==> config.mk <==
export PLATFORM = sky130hd
export DESIGN_NAME = adma_walker
export DESIGN_NICKNAME = d
export VERILOG_FILES = /design/src/rtl/adma_walk_pkg.sv /design/src/rtl/adma_desc_decode.sv /design/src/rtl/adma_desc_ptr.sv /design/src/rtl/adma_walker.sv
export SDC_FILE = /design/constraint.sdc
export NUM_CORES = 1
export LEC_CHECK = 0
export ABC_CLOCK_PERIOD_IN_PS = 4000
export BUFFER_PORTS_ARGS = -buffer_cell sky130_fd_sc_hd__clkbuf_2
export CAP_MARGIN = 10
export CORE_ASPECT_RATIO = 1.25
export CORE_MARGIN = 5
export CORE_UTILIZATION = 51
export CTS_CLUSTER_DIAMETER = 100
export DETAILED_ROUTE_END_ITERATION = 10
export HOLD_SLACK_MARGIN = 0.12
export PLACE_DENSITY = 0.91
export SETUP_SLACK_MARGIN = 0.3
export SYNTH_ARGS = -nofsm -noshare
export SYNTH_HDL_FRONTEND = slang
export SYNTH_SLANG_ARGS = --single-unit
==> constraint.sdc <==
create_clock -name clk -period 4 [get_ports clk]
set_input_delay 0.4 -clock clk [delete_from_list [all_inputs] [get_ports clk]]
set_output_delay 0.4 -clock clk [all_outputs]
set_load 0.005 [all_outputs]
==> src/rtl/adma_walk_pkg.sv <==
package adma_walk_pkg;
  localparam int ATTR_W = 16;
  localparam int MODE_W = 2;
  localparam logic [MODE_W-1:0] MODE_CHAIN = 2'd2;

  typedef enum logic [1:0] {
    ACT_NOP  = 2'd0,
    ACT_RSVD = 2'd1,
    ACT_XFER = 2'd2,
    ACT_LINK = 2'd3
  } act_e;

  typedef struct packed {
    logic valid;
    logic last;
    logic intr;
    act_e act;
  } attr_t;

  typedef enum logic [1:0] {
    S_IDLE  = 2'd0,
    S_FETCH = 2'd1,
    S_WAIT  = 2'd2,
    S_XFER  = 2'd3
  } walk_st_e;
endpackage

==> src/rtl/adma_desc_decode.sv <==
module adma_desc_decode
  import adma_walk_pkg::*;
#(
  parameter int ADDR_W = 32,
  parameter int LEN_W  = 16,
  localparam int WORD_W = ATTR_W + LEN_W + ADDR_W
) (
  input  logic [WORD_W-1:0] word,
  output attr_t             attr,
  output logic [LEN_W:0]    len_bytes,
  output logic [ADDR_W-1:0] addr
);
  logic [ATTR_W-1:0] raw_attr;
  logic [LEN_W-1:0]  raw_len;

  assign raw_attr = word[ATTR_W-1:0];
  assign raw_len  = word[ATTR_W +: LEN_W];
  assign addr     = word[ATTR_W+LEN_W +: ADDR_W];

  assign attr.valid = raw_attr[0];
  assign attr.last  = raw_attr[1];
  assign attr.intr  = raw_attr[2];
  assign attr.act   = act_e'(raw_attr[5:4]);

  // an all-zero length field stands for the full 2**LEN_W bytes
  assign len_bytes = (raw_len == '0) ? {1'b1, {LEN_W{1'b0}}} : {1'b0, raw_len};
endmodule

==> src/rtl/adma_desc_ptr.sv <==
module adma_desc_ptr #(
  parameter int ADDR_W = 32,
  parameter int STRIDE = 8
) (
  input  logic              clk,
  input  logic              rst_n,
  input  logic              load,
  input  logic [ADDR_W-1:0] load_val,
  input  logic              step,
  output logic [ADDR_W-1:0] ptr
);
  localparam logic [ADDR_W-1:0] STEP_V = ADDR_W'(STRIDE);

  always_ff @(posedge clk or negedge rst_n) begin
    if (!rst_n)    ptr <= '0;
    else if (load) ptr <= load_val;
    else if (step) ptr <= ptr + STEP_V;
  end
endmodule

==> src/rtl/adma_walker.sv <==
module adma_walker
  import adma_walk_pkg::*;
#(
  parameter int ADDR_W = 32,
  parameter int LEN_W  = 16,
  localparam int WORD_W     = ATTR_W + LEN_W + ADDR_W,
  localparam int DESC_BYTES = WORD_W / 8
) (
  input  logic              clk,
  input  logic              rst_n,
  input  logic              start,
  input  logic [MODE_W-1:0] mode,
  input  logic [ADDR_W-1:0] base_addr,
  output logic              rd_req_valid,
  input  logic              rd_req_ready,
  output logic [ADDR_W-1:0] rd_req_addr,
  input  logic              rd_rsp_valid,
  input  logic [WORD_W-1:0] rd_rsp_data,
  output logic              xfer_valid,
  input  logic              xfer_ready,
  output logic [ADDR_W-1:0] xfer_addr,
  output logic [LEN_W:0]    xfer_len,
  output logic              busy,
  output logic              done,
  output logic              irq,
  output logic              dma_err
);
  walk_st_e          st;
  attr_t             d_attr;
  logic [LEN_W:0]    d_len;
  logic [ADDR_W-1:0] d_addr;
  logic [ADDR_W-1:0] ptr;
  logic              ptr_load, ptr_step;
  logic [ADDR_W-1:0] ptr_val;
  logic              go, got, x_hs;
  logic              cur_last, cur_intr;

  adma_desc_decode #(.ADDR_W(ADDR_W), .LEN_W(LEN_W)) u_dec (
    .word(rd_rsp_data), .attr(d_attr), .len_bytes(d_len), .addr(d_addr)
  );

  adma_desc_ptr #(.ADDR_W(ADDR_W), .STRIDE(DESC_BYTES)) u_ptr (
    .clk(clk), .rst_n(rst_n), .load(ptr_load), .load_val(ptr_val),
    .step(ptr_step), .ptr(ptr)
  );

  assign go   = (st == S_IDLE) && start && (mode == MODE_CHAIN);
  assign got  = (st == S_WAIT) && rd_rsp_valid;
  assign x_hs = (st == S_XFER) && xfer_ready;

  always_comb begin
    ptr_load = go || (got && d_attr.valid && d_attr.act == ACT_LINK);
    ptr_val  = go ? base_addr : d_addr;
    ptr_step = x_hs || (got && d_attr.valid &&
               (d_attr.act == ACT_NOP || d_attr.act == ACT_RSVD));
  end

  always_ff @(posedge clk or negedge rst_n) begin
    if (!rst_n) begin
      st        <= S_IDLE;
      xfer_addr <= '0;
      xfer_len  <= '0;
      cur_last  <= 1'b0;
      cur_intr  <= 1'b0;
      done      <= 1'b0;
      irq       <= 1'b0;
      dma_err   <= 1'b0;
    end else begin
      done    <= 1'b0;
      irq     <= 1'b0;
      dma_err <= 1'b0;
      unique case (st)
        S_IDLE:  if (go) st <= S_FETCH;
        S_FETCH: if (rd_req_ready) st <= S_WAIT;
        S_WAIT: if (rd_rsp_valid) begin
          if (!d_attr.valid) begin
            dma_err <= 1'b1;
            st      <= S_IDLE;
          end else if (d_attr.act == ACT_XFER) begin
            xfer_addr <= d_addr;
            xfer_len  <= d_len;
            cur_last  <= d_attr.last;
            cur_intr  <= d_attr.intr;
            st        <= S_XFER;
          end else begin
            irq  <= d_attr.intr;
            done <= d_attr.last;
            st   <= d_attr.last ? S_IDLE : S_FETCH;
          end
        end
        S_XFER: if (xfer_ready) begin
          irq  <= cur_intr;
          done <= cur_last;
          st   <= cur_last ? S_IDLE : S_FETCH;
        end
        default: st <= S_IDLE;
      endcase
    end
  end

  assign rd_req_valid = (st == S_FETCH);
  assign rd_req_addr  = ptr;
  assign xfer_valid   = (st == S_XFER);
  assign busy         = (st != S_IDLE);
endmodule

After elaboration in Yosys (flattened, before gate mapping)
Cells that the tools add are included.
Storage, ports and cells
  flip-flop bits (word level): 88
  input bits: 104
  output and inout port bits: 87
  word-level logic and storage cells: 64
Cells by class
  add/subtract/negate cells: 1
  equal/unequal tests: 11
  mux-type cells: 26
  reduce and logical (&&, ||, !) cells: 17
Operators with widths (number)
  $mux 32: 3
  $add 32x4->32 const B: 1
  $mux 17: 1
  $logic_not 16->1: 1
  $mux 1: 13
  $mux 2: 6
  $eq 2x2->1 const B: 5
  $pmux 2 s4: 1
  $reduce_and 4->1: 2
  $logic_and 1x1->1: 7
  $eq 2x1->1 const B: 2
  $logic_not 2->1: 2
  $ne 2x1->1 const B: 2
  $ne 2x2->1 const B: 2
  $pmux 1 s2: 2
  $reduce_bool 2->1: 2
  $logic_or 1x1->1: 3

Logic depth before layout (Yosys ltp)
Gate-level depths: netlist of run 1.
  depth in word-level cells: 7
  mapped depth: 7
  depth with buffers taken out: 6

Modules after synthesis
From an unflattened synthesis of run 1, not the netlist that was laid out.
Unflattened totals
  cells, all modules: 432
  area, all modules: 4865.9 um^2
By module, submodules not included
  adma_walker: times used 1, cells each 174, area an instance 2696.3 um^2, sequential area each 1401.3 um^2
  adma_desc_ptr: times used 1, cells each 200, area an instance 1798.0 um^2, sequential area each 800.8 um^2
  adma_desc_decode: times used 1, cells each 58, area an instance 371.6 um^2, sequential area each 0.0 um^2

Least setup slack after synthesis of run 1
OpenSTA, ideal clock, no wires.
  kind: register -> register
  from: reg st[1]
  to: reg u_ptr.ptr[21]
  setup time: 126 ps
  data arrival time: 1567 ps
  required time: 3874 ps
  path slack: 2307 ps
  stages on the path, launching flop included: 7
  buffers on the path: 1
  clock period less this slack: 1693 ps
  path through: dfrtp_1 or2_4 or3_1 buf_6 nand2_2 a21oi_1 a221o_1
Between the ends
  cells in the longest elaborated chain, start to end: 6
  elaborated cells on any way between the ends: 15
  classes of those cells: eq/ne (2); mux (2); reduce/logical (11)
RTL lines
  from (decl): RTL line adma_walker.sv:28  | walk_st_e st;
  from (signal assigned): RTL line adma_walker.sv:88  | st <= d_attr.last ? S_IDLE : S_FETCH;
  from (signal assigned): RTL line adma_walker.sv:94  | st <= cur_last ? S_IDLE : S_FETCH;
  $eq 2x2->1: RTL line adma_walker.sv:48  | assign got = (st == S_WAIT) && rd_rsp_valid;
  $logic_and 1x1->1: RTL line adma_walker.sv:48
  $logic_and 1x1->1: RTL line adma_walker.sv:52, adma_walker.sv:54
  $logic_and 1x1->1 (on tied branches): RTL line adma_walker.sv:52, adma_walker.sv:54
  $logic_or 1x1->1 (on tied branches): RTL line adma_walker.sv:52, adma_walker.sv:54
  $mux 32 or $reduce_bool 2->1 (tied branches)
  to (signal assigned): RTL line adma_desc_ptr.sv:16  | else if (load) ptr <= load_val;
  to (signal assigned): RTL line adma_desc_ptr.sv:17  | else if (step) ptr <= ptr + STEP_V;
  to (decl): RTL line adma_desc_ptr.sv:10  | output logic [ADDR_W-1:0] ptr
Several ways; a longest one is shown, not always the timed one.
A chain may end at the register's enable or synchronous reset.

Final worst setup path of run 1
Same ends and word-level chain as after synthesis.

==> impl_metrics.py, run 1 <==
metrics = {
    "logic_synthesis": {
        "synth_area_um2": 4270,
        "ys_seq_area_share_pct": 51.6,
        "ys_warn_count": 0,
        "yosysUniqueCellTypes": 54,
        "synth_top_area_share_pct": 51.6,
        "synth-seq-cells": 88,
        "yosysMostFrequentCell": "nand2_1",
        "yosys.area.top_type": "dfrtp_1",
        "synthesis.nets": 567,
        "syn_avg_cell_area_um2": 9.23,
        "yosys-top-cells-count": "140 x nand2_1, 88 x dfrtp_1, 20 x o21ai_0",
        "synthTopCellsByArea": "dfrtp_1 52%, nand2_1 12%, a22o_1 3.5%, o21ai_0 2.3%, and3_1 2.1%",
        "synthFlopType": "dfrtp_1",
        "synthCells": 462,
        "synthArstFlopShare_pct": 100,
        "synth_edf_count": 0,
    },
    "critical_path": {
        "r2r_setup_slack_ns": 1.34,
        "cp.required_ns": 4.25,
        "path_max_fanout": 19,
        "cp_slowest_stage_delay_ns": 0.61,
        "slowest_stage": "or3_1",
        "critPathKind": "reg2reg",
        "cp_cell_sequence": "or2_4 > or3_1 > buf_4 > nand2_2 > a21oi_1 > a221o_1",
        "end_kind": "register",
        "worst-path-buf-inv": 1,
        "arrival_ns": 2.91,
        "worstSetupStartpointType": "register",
        "cp_top_family": "simple AND/OR/NAND/NOR gates",
    },
    "clocking": {
        "clk_pin_slew_ns": 0.09,
        "cts_tree": "built",
        "htree_levels": 3,
        "postCtsSetupBuffers": 0,
        "cts_sinks": 88,
        "clk_path_buf_depth": 2,
        "cts_made_buffers": 9,
        "worstSkewPairLatency_ns": 0.37,
        "cts-root-buf": "clkbuf_8",
    },
    "layout": {
        "fillers": 662,
        "drive_gt1_share_pct": 33.6,
        "diodes": 0,
        "area_growth_pct": 28.6,
        "design_area_um2": 5490,
        "nNetsFinal": 743,
    },
    "grt": {
        "use_met3_pct": 6.70,
        "grt_pass1_wl_um": 21500,
        "grt_use_met2_pct": 46.0,
        "grtUsageMet1_pct": 30.8,
        "grt_pass1_vias": 4381,
        "grt_overflow": 0,
        "grt_start_max_net_pins": 89,
        "gr-max-usage-layer": "met2",
        "grt_usage_pct": 26.4,
        "antenna_found_initial": 0,
    },
    "placement": {
        "place_area_um2": 5220,
        "place_congestion": 0.853,
        "port_buffers": 179,
        "hpwl_um": 9810,
    },
    "detailed_routing": {
        "viasPerCell": 5.78,
        "wirelength_um": 13500,
        "via_count": 4280,
        "avgRoutedWirePerCell_um": 18.2,
        "first_pass_iters": 4,
        "dr.first_iter.drc_count": 227,
        "postRouteAntennaNets": 0,
        "drc": 0,
    },
    "timing": {
        "fin_worst_skew_ns": 0.0111,
        "rsz0062_at_grt": "false",
        "tns_ns": 0,
        "slew_viol_final": 0,
        "hold_violations": 0,
        "worst_slew_pin_slew_ns": 1.04,
        "fmax_mhz": 376,
        "post-route-period-util_pct": 66.5,
        "setup_violations": 0,
        "fin_crit_ns": 2.66,
        "slew_headroom_pct": 30.3,
    },
    "status": {
        "status": "completed",
    },
    "floorplan": {
        "die_h_um": 112,
        "core_area_um2": 8190,
        "die_area_um2": 10300,
        "boundaryPins": 191,
        "rows": 37,
        "initial_core_util_pct": 52.1,
        "die_w_um": 91.8,
    },
    "power": {
        "clkPwrFrac_pct": 19.3,
        "finalPower_uw": 3660,
        "internal_power_uw": 2330,
        "power.share.sequential_pct": 46.4,
        "power-per-cell-area_nw_per_um2": 668,
        "p_switching_uw": 1330,
        "vdd_ir_drop_max_mv": 0.379,
        "combinationalPowerShare_pct": 34.3,
        "p_leak_uw": 0.00286,
        "sw_frac_of_total_pct": 36.3,
    },
    "hold_path": {
        "hp-class": "in2reg",
    },
    "run": {
        "drv_cap": 0,
    },
}
==> sequential cells by signal (all words and copies together), names as in the netlist <==
| signal | cells |
|---|---|
| irq | 1 |
| st | 2 |
| dma_err | 1 |
| xfer_len | 17 |
| done | 1 |
| xfer_addr | 32 |
| cur_intr | 1 |
| u_ptr.ptr | 32 |
| cur_last | 1 |
==> logic make-up (layout without fill, tap and decap cells) <==
kind of cell | Yosys count | after routing | synth area share (%)
AO/OA/AOI/OAI | 93 | 93 | 15.0
AND/OR/NAND/NOR | 240 | 240 | 26.9
XOR/XNOR | 13 | 13 | 2.67
adder cells (fa/ha/maj) | 1 | 1 | 0.293
flip-flops | 88 | 88 | 51.6
multiplexers | 1 | 1 | 0.235
buffers and inverters | 26 | 207 | 3.26
==> final timing paths <==
check,startpoint,endpoint,cells after the start
max in group asynchronous,rst_n,xfer_addr[31]$_DFFE_PN0P_,3
setup / recovery,st[1]$_DFFE_PN0P_,u_ptr.ptr[21]$_DFFE_PN0P_,6
min in group asynchronous,rst_n,xfer_len[14]$_DFFE_PN0P_,2
hold reg to reg,xfer_addr[25]$_DFFE_PN0P_,xfer_addr[25]$_DFFE_PN0P_,2
hold / removal,rd_rsp_data[59],xfer_addr[27]$_DFFE_PN0P_,3
setup reg to reg,st[1]$_DFFE_PN0P_,u_ptr.ptr[21]$_DFFE_PN0P_,6
==> routing by layer <==
layer,share of wire (%),vias to the layer above
li1,-,2003
met4,1.4,0
met2,52,226
met5,0,-
met3,9.4,18
met1,37,2033
==> power groups by stage <==
stage	sequential, uW	clock, uW	combinational, uW
2_1_floorplan	1670	0	594
3_3_place_gp	1670	0	1220
3_5_place_dp	1700	0	1270
4_1_cts	1690	718	1270
5_1_grt	1760	754	1410
6_report	1700	709	1260
==> cell type report <==
cell class	count	area (um^2)	area share, %
inverter	4	15.0	0.274
timing repair buffer	187	981	17.9
clock buffer	11	151	2.76
tap	97	121	2.21
sequential	88	2200	40.1
multi-input combinational	348	1940	35.3
clock inverter	5	78.8	1.44
==> worst reg2reg max path, delay by kind of cell, from the launching register on <==
kind / cells / cell delay [ns]
flip-flops: 1 / 0.57
AO/OA/AOI/OAI: 2 / 0.36
AND/OR/NAND/NOR: 3 / 1.30
buffers and inverters: 1 / 0.33
==> through the flow <==
step	utilization, %	setup slack [ns]	hold slack (ns)	cells
CTS	66.5	1.37	0.223	738
detailed placement	63.7	1.39	0.462	722
global placement	63.7	1.45	0.458	722
finish	66.9	1.34	0.235	740
global route	66.9	1.19	0.234	740
floorplan	-	2.31	0.104	462
==> cells in the final DEF (no fill, tap or decap), types with 4 or more instances in the layout <==
cell type / instances
or3_1: 6
clkbuf_8: 11
nor4_1: 9
nor2_1: 17
and3_1: 14
a22oi_1: 6
a22o_1: 17
nand3_1: 10
nand2_1: 139
o22ai_1: 12
o21ai_0: 20
nor3_1: 10
a31oi_1: 7
a21oi_1: 12
inv_1: 4
xnor2_1: 9
nand4_1: 8
nor2b_1: 4
dfrtp_1: 88
and4_1: 5
clkbuf_2: 178
buf_4: 7
xor2_1: 4
==> repair_timing <==
| item | 4_1_cts | 5_1_grt |
|---|---|---|
| hold buffers | 0 | 1 |
| hold endpoints to repair | 0 | 12 |
| gates resized for setup | 0 | 0 |
(Power assumes the default switching activity.)
==> run 2, diff against run 1 <==
--- a/config.mk
+++ b/config.mk
@@ -5,16 +5,16 @@
 export SDC_FILE = /design/constraint.sdc
 export NUM_CORES = 1
 export LEC_CHECK = 0
-export ABC_CLOCK_PERIOD_IN_PS = 4000
+export ABC_CLOCK_PERIOD_IN_PS = 2800
 export BUFFER_PORTS_ARGS = -buffer_cell sky130_fd_sc_hd__clkbuf_2
 export CAP_MARGIN = 10
 export CORE_ASPECT_RATIO = 1.25
 export CORE_MARGIN = 5
-export CORE_UTILIZATION = 51
+export CORE_UTILIZATION = 47
 export CTS_CLUSTER_DIAMETER = 100
 export DETAILED_ROUTE_END_ITERATION = 10
 export HOLD_SLACK_MARGIN = 0.12
-export PLACE_DENSITY = 0.91
+export PLACE_DENSITY = 0.85
 export SETUP_SLACK_MARGIN = 0.3
 export SYNTH_ARGS = -nofsm -noshare
 export SYNTH_HDL_FRONTEND = slang
==> constraint.sdc (replaced) <==
create_clock -name clk -period 2.8 [get_ports clk]
set_input_delay 0.28 -clock clk [delete_from_list [all_inputs] [get_ports clk]]
set_output_delay 0.28 -clock clk [all_outputs]
set_load 0.005 [all_outputs]
==> run 2 against run 1 <==
Global-route usage shrank 0.81 points. Clock skew shrank 0.0056 ns. Clock power grew 42%. Cell area grew 1.8%.
==> impl_metrics.py, run 2 (synthesis results as in run 1) <==
metrics = {
    "clocking": {
        "postCtsSetupBuffers": 0,
        "clk_pin_slew_ns": 0.08,
        "holdBufCountCts": 6,
        "cts-root-buf": "clkbuf_8",
        "cts_sinks": 88,
        "cts_tree": "built",
        "cts_made_buffers": 9,
        "worstSkewPairLatency_ns": 0.35,
        "clk_path_buf_depth": 2,
        "cts_resized": 0,
        "htree_levels": 3,
    },
    "layout": {
        "layout_commonest_cell": "clkbuf_2",
        "fillers": 759,
        "mostFrequentLayoutCells": "178 x clkbuf_2, 139 x nand2_1, 88 x dfrtp_1",
        "diodes": 0,
        "nNetsFinal": 754,
        "drive_gt1_share_pct": 33.6,
        "reg_top3": "u_ptr.ptr (32), xfer_addr (32), xfer_len (17)",
        "area_growth_pct": 30.9,
        "final_util_pct": 63.5,
    },
    "detailed_routing": {
        "first_pass_iters": 4,
        "drc": 0,
        "via_count": 4300,
        "wirelength_um": 13700,
        "dr.first_iter.drc_count": 220,
        "viasPerCell": 5.57,
        "postRouteAntennaNets": 0,
        "avgRoutedWirePerCell_um": 17.8,
    },
    "floorplan": {
        "die_w_um": 95.2,
        "die_area_um2": 11100,
        "initial_core_util_pct": 48.5,
        "boundaryPins": 191,
        "core_area_um2": 8800,
        "rows": 38,
        "die_h_um": 117,
    },
    "timing": {
        "fmax_mhz": 470,
        "rsz0062_at_grt": "false",
        "post-route-period-util_pct": 76.0,
        "fin_crit_ns": 2.13,
        "setup_slack_ns": 0.672,
        "setup_violations": 0,
        "tns_ns": 0,
        "worst_slew_pin_slew_ns": 0.657,
        "slew_headroom_pct": 56.0,
        "slew_viol_final": 0,
        "hold_violations": 0,
        "fin_worst_skew_ns": 0.00546,
    },
    "critical_path": {
        "r2r_end": "u_ptr.ptr[21]$_DFFE_PN0P_",
        "cp.required_ns": 3.04,
        "end_kind": "register",
        "path_max_fanout": 19,
        "r2r_cells": 5,
        "critPathKind": "reg2reg",
        "r2r_setup_slack_ns": 0.67,
        "rr_startpoint": "st[0]$_DFFE_PN0P_",
        "worstSetupStartpointType": "register",
        "arrival_ns": 2.37,
    },
    "hold_path": {
        "hold_depth": 3,
        "min_from": "base_addr[20]",
        "hp-class": "in2reg",
        "hold_end": "u_ptr.ptr[20]$_DFFE_PN0P_",
    },
    "power": {
        "vdd_ir_drop_max_mv": 0.467,
        "p_leak_uw": 0.00290,
        "power-per-cell-area_nw_per_um2": 942,
    },
    "grt": {
        "antenna_found_initial": 0,
        "grt_start_max_net_pins": 51,
        "gr-max-usage-layer": "met2",
        "grt_pass1_vias": 4449,
        "grt_use_met2_pct": 45.1,
        "grt_overflow": 0,
        "grt_usage_pct": 25.6,
        "grt_pass1_wl_um": 21700,
        "grtUsageMet1_pct": 29.5,
        "use_met3_pct": 6.51,
    },
    "placement": {
        "hpwl_um": 10400,
        "place_ws_ns": 0.709,
        "place_congestion": 0.881,
        "port_buffers": 179,
    },
    "status": {
        "status": "completed",
    },
    "run": {
        "drv_cap": 0,
    },
}
-- run 2: cell count changes in the layout (fill, tap and decap cells not counted), sizes merged --
cell,before,now
buf,8,14
bufinv,2,3
clkbuf,189,188
clkinv,3,1
dlygate4sd3,1,6
-- run 2: worst max path at each step --
stage                       from                   endpoint  slack, ns
2_1_floorplan  st[1]$_DFFE_PN0P_  u_ptr.ptr[21]$_DFFE_PN0P_       1.11
3_3_place_gp   st[0]$_DFFE_PN0P_   u_ptr.ptr[6]$_DFFE_PN0P_       0.78
3_5_place_dp   st[0]$_DFFE_PN0P_  u_ptr.ptr[21]$_DFFE_PN0P_       0.71
4_1_cts        st[0]$_DFFE_PN0P_  u_ptr.ptr[21]$_DFFE_PN0P_       0.69
5_1_grt        st[0]$_DFFE_PN0P_  u_ptr.ptr[21]$_DFFE_PN0P_       0.57
6_report       st[0]$_DFFE_PN0P_  u_ptr.ptr[21]$_DFFE_PN0P_       0.67
-- run 2: power by group --
part	internal [uW]	switching (uW)
registers	1870	558
logic	926	890
clock network	582	431
-- run 2: cell type report --
| type | count | area [um^2] | area share [%] |
|---|---|---|---|
| timing repair buffer | 198 | 1060 | 18.9 |
| multi-input combinational | 348 | 1940 | 34.7 |
| tap | 120 | 150 | 2.69 |
| clock buffer | 10 | 128 | 2.29 |
| sequential | 88 | 2200 | 39.5 |
| clock inverter | 4 | 95.1 | 1.70 |
| inverter | 4 | 15.0 | 0.269 |
-- run 2: per-stage QoR --
stage / cells / hold WS, ns / total power (uW) / area, um^2
floorplan: 462 / -0.0156 / 3230 / 4270
detailed placement: 752 / 0.348 / 4260 / 5300
global placement: 752 / 0.338 / 4160 / 5300
global route: 772 / 0.127 / 5630 / 5580
finish: 772 / 0.132 / 5260 / 5580
CTS: 772 / 0.120 / 5290 / 5580
-- run 2: critical path: stages, from the launching register on --
cell     delay [ns]
dfrtp_1        0.52
and4b_1        0.38
nand3_1        0.31
nand2_2        0.45
a21oi_1        0.08
a221o_1        0.27
-- run 2: routing by layer --
layer,part of all wire [%],wire length [um],vias to the layer above
met5,0,0,-
li1,-,-,2014
met3,8.0,1100,26
met4,2.3,312,0
met1,38,5180,2076
met2,52,7120,184
==> run 3, diff against run 2 <==
--- a/config.mk
+++ b/config.mk
@@ -5,7 +5,7 @@
 export SDC_FILE = /design/constraint.sdc
 export NUM_CORES = 1
 export LEC_CHECK = 0
-export ABC_CLOCK_PERIOD_IN_PS = 2800
+export ABC_CLOCK_PERIOD_IN_PS = 2029
 export BUFFER_PORTS_ARGS = -buffer_cell sky130_fd_sc_hd__clkbuf_2
 export CAP_MARGIN = 10
 export CORE_ASPECT_RATIO = 1.25
==> constraint.sdc (replaced) <==
create_clock -name clk -period 2.03 [get_ports clk]
set_input_delay 0.203 -clock clk [delete_from_list [all_inputs] [get_ports clk]]
set_output_delay 0.203 -clock clk [all_outputs]
set_load 0.005 [all_outputs]
==> run 3 against run 2 <==
Power up 51%. Via count up 16%. Largest cell class unchanged. Die area unchanged. Largest power group unchanged. Global-route usage up 3.3 points.
==> impl_metrics.py, run 3 (synthesis results as in run 1) <==
metrics = {
    "status": {
        "status": "completed",
    },
    "floorplan": {
        "rows": 38,
        "initial_core_util_pct": 48.5,
        "die_w_um": 95.2,
        "die_h_um": 117,
        "boundaryPins": 191,
        "core_area_um2": 8800,
        "die_area_um2": 11100,
    },
    "power": {
        "p_leak_uw": 0.00339,
        "power-per-cell-area_nw_per_um2": 1170,
        "vdd_ir_drop_max_mv": 0.681,
    },
    "detailed_routing": {
        "avgRoutedWirePerCell_um": 19.3,
        "first_pass_iters": 5,
        "dr.first_iter.drc_count": 471,
        "via_count": 4991,
        "viasPerCell": 5.74,
        "drc": 0,
        "postRouteAntennaNets": 0,
        "wirelength_um": 16800,
    },
    "layout": {
        "diodes": 0,
        "fin_cells": 870,
        "reg_top3": "u_ptr.ptr (32), xfer_addr (32), xfer_len (17)",
        "design_area_um2": 6800,
        "nNetsFinal": 850,
        "fillers": 552,
        "multiInputGateArea_um2": 2190,
        "mostFrequentLayoutCells": "178 x clkbuf_2, 138 x nand2_1, 85 x dfrtp_1",
        "final_util_pct": 77.3,
        "drive_gt1_share_pct": 38.9,
        "area_growth_pct": 59.4,
        "seq_area_um2": 2210,
        "layout_commonest_cell": "clkbuf_2",
    },
    "clocking": {
        "clk_pin_slew_ns": 0.09,
        "clk_path_buf_depth": 2,
        "cts_made_buffers": 9,
        "cts_sinks": 88,
        "worstSkewPairLatency_ns": 0.36,
        "cts_tree": "built",
        "cts-root-buf": "clkbuf_8",
        "htree_levels": 3,
    },
    "timing": {
        "fmax_mhz": 542,
        "worst_slew_pin_slew_ns": 0.419,
        "rsz0062_at_grt": "true",
        "fin_crit_ns": 1.84,
        "fin_worst_skew_ns": 0.00785,
        "slew_headroom_pct": 72.0,
        "hold_violations": 0,
        "setup_violations": 0,
        "slew_viol_final": 0,
        "setup_slack_ns": 0.185,
        "post-route-period-util_pct": 90.9,
        "tns_ns": 0,
    },
    "placement": {
        "place_area_um2": 5360,
        "placed_cells": 758,
        "place_congestion": 0.934,
        "port_buffers": 179,
        "place_ws_ns": 0.158,
        "hpwl_um": 10300,
    },
    "critical_path": {
        "cp.required_ns": 2.28,
        "startpoint": "st[0]$_DFFE_PN0P_",
        "r2r_cells": 8,
        "r2r_end": "u_ptr.ptr[11]$_DFFE_PN0P_",
        "end_kind": "register",
        "critPathKind": "reg2reg",
        "path_max_fanout": 7,
        "arrival_ns": 2.09,
        "worstSetupStartpointType": "register",
        "rr_startpoint": "st[0]$_DFFE_PN0P_",
        "r2r_setup_slack_ns": 0.19,
    },
    "hold_path": {
        "hold_depth": 3,
        "hold_end": "u_ptr.ptr[2]$_DFFE_PN0P_",
        "hp-class": "in2reg",
        "min_from": "base_addr[2]",
    },
    "grt": {
        "grt_usage_pct": 28.9,
        "grt_pass1_wl_um": 24400,
        "grt_pass1_vias": 4995,
        "grt_start_max_net_pins": 63,
        "grt_overflow": 0,
        "antenna_found_initial": 0,
    },
    "run": {
        "drv_cap": 0,
    },
}
-- run 3: final cells by class --
cell class                 instances  area share [%]
multi-input combinational        348            32.1
clock buffer                      14            2.54
tap                              120            2.21
clock inverter                     2           0.883
inverter                           4           0.221
timing repair buffer             294            29.6
sequential                        88            32.4
-- run 3: routing by layer --
layer / track usage (%) / share of wire [%] / vias up
met2: 49.5 / 51 / 339
met5: 0 / 0 / -
met4: 13.2 / 4.4 / 0
met1: 32.9 / 35 / 2374
li1: - / - / 2214
met3: 8.89 / 9.5 / 64
-- run 3: worst max-delay path by stage --
stage	to	slack [ns]	depth (start not counted)
after floorplan	u_ptr.ptr[21]$_DFFE_PN0P_	0.34	6
after global placement	u_ptr.ptr[5]$_DFFE_PN0P_	0.18	6
after detailed placement	u_ptr.ptr[5]$_DFFE_PN0P_	0.16	6
after CTS	u_ptr.ptr[5]$_DFFE_PN0P_	0.26	6
after global routing	u_ptr.ptr[24]$_DFFE_PN0P_	0.15	6
final	u_ptr.ptr[11]$_DFFE_PN0P_	0.19	8
-- run 3: worst max-delay path, stage by stage (launching register included) --
cell     delay, ns
dfrtp_1       0.43
buf_4         0.15
and2_4        0.15
o21a_2        0.25
buf_6         0.14
buf_4         0.15
nand3_1       0.13
mux2i_1       0.25
nor2_1        0.07
-- run 3: where the power goes --
| part | internal, uW | total (uW) | switching [uW] |
|---|---|---|---|
| logic | 1610 | 3160 | 1550 |
| clock network | 797 | 1420 | 623 |
| registers | 2590 | 3370 | 780 |
-- run 3: what timing repair did --
action | in CTS | in global routing
hold endpoints to repair | 95 | 1
gates resized for setup | 20 | 41
setup buffers | 13 | 16
gates cloned | 0 | 0
pin swaps | 9 | 10
endpoints found under the setup margin | 21 | 46
hold buffers | 66 | 1
-- run 3: per-stage QoR --
stage / hold WS, ns / power (uW)
after floorplan: -0.0926 / 4450
after global placement: 0.132 / 5770
after detailed placement: 0.146 / 5900
after CTS: 0.121 / 7540
after global routing: 0.128 / 8430
final: 0.131 / 7940
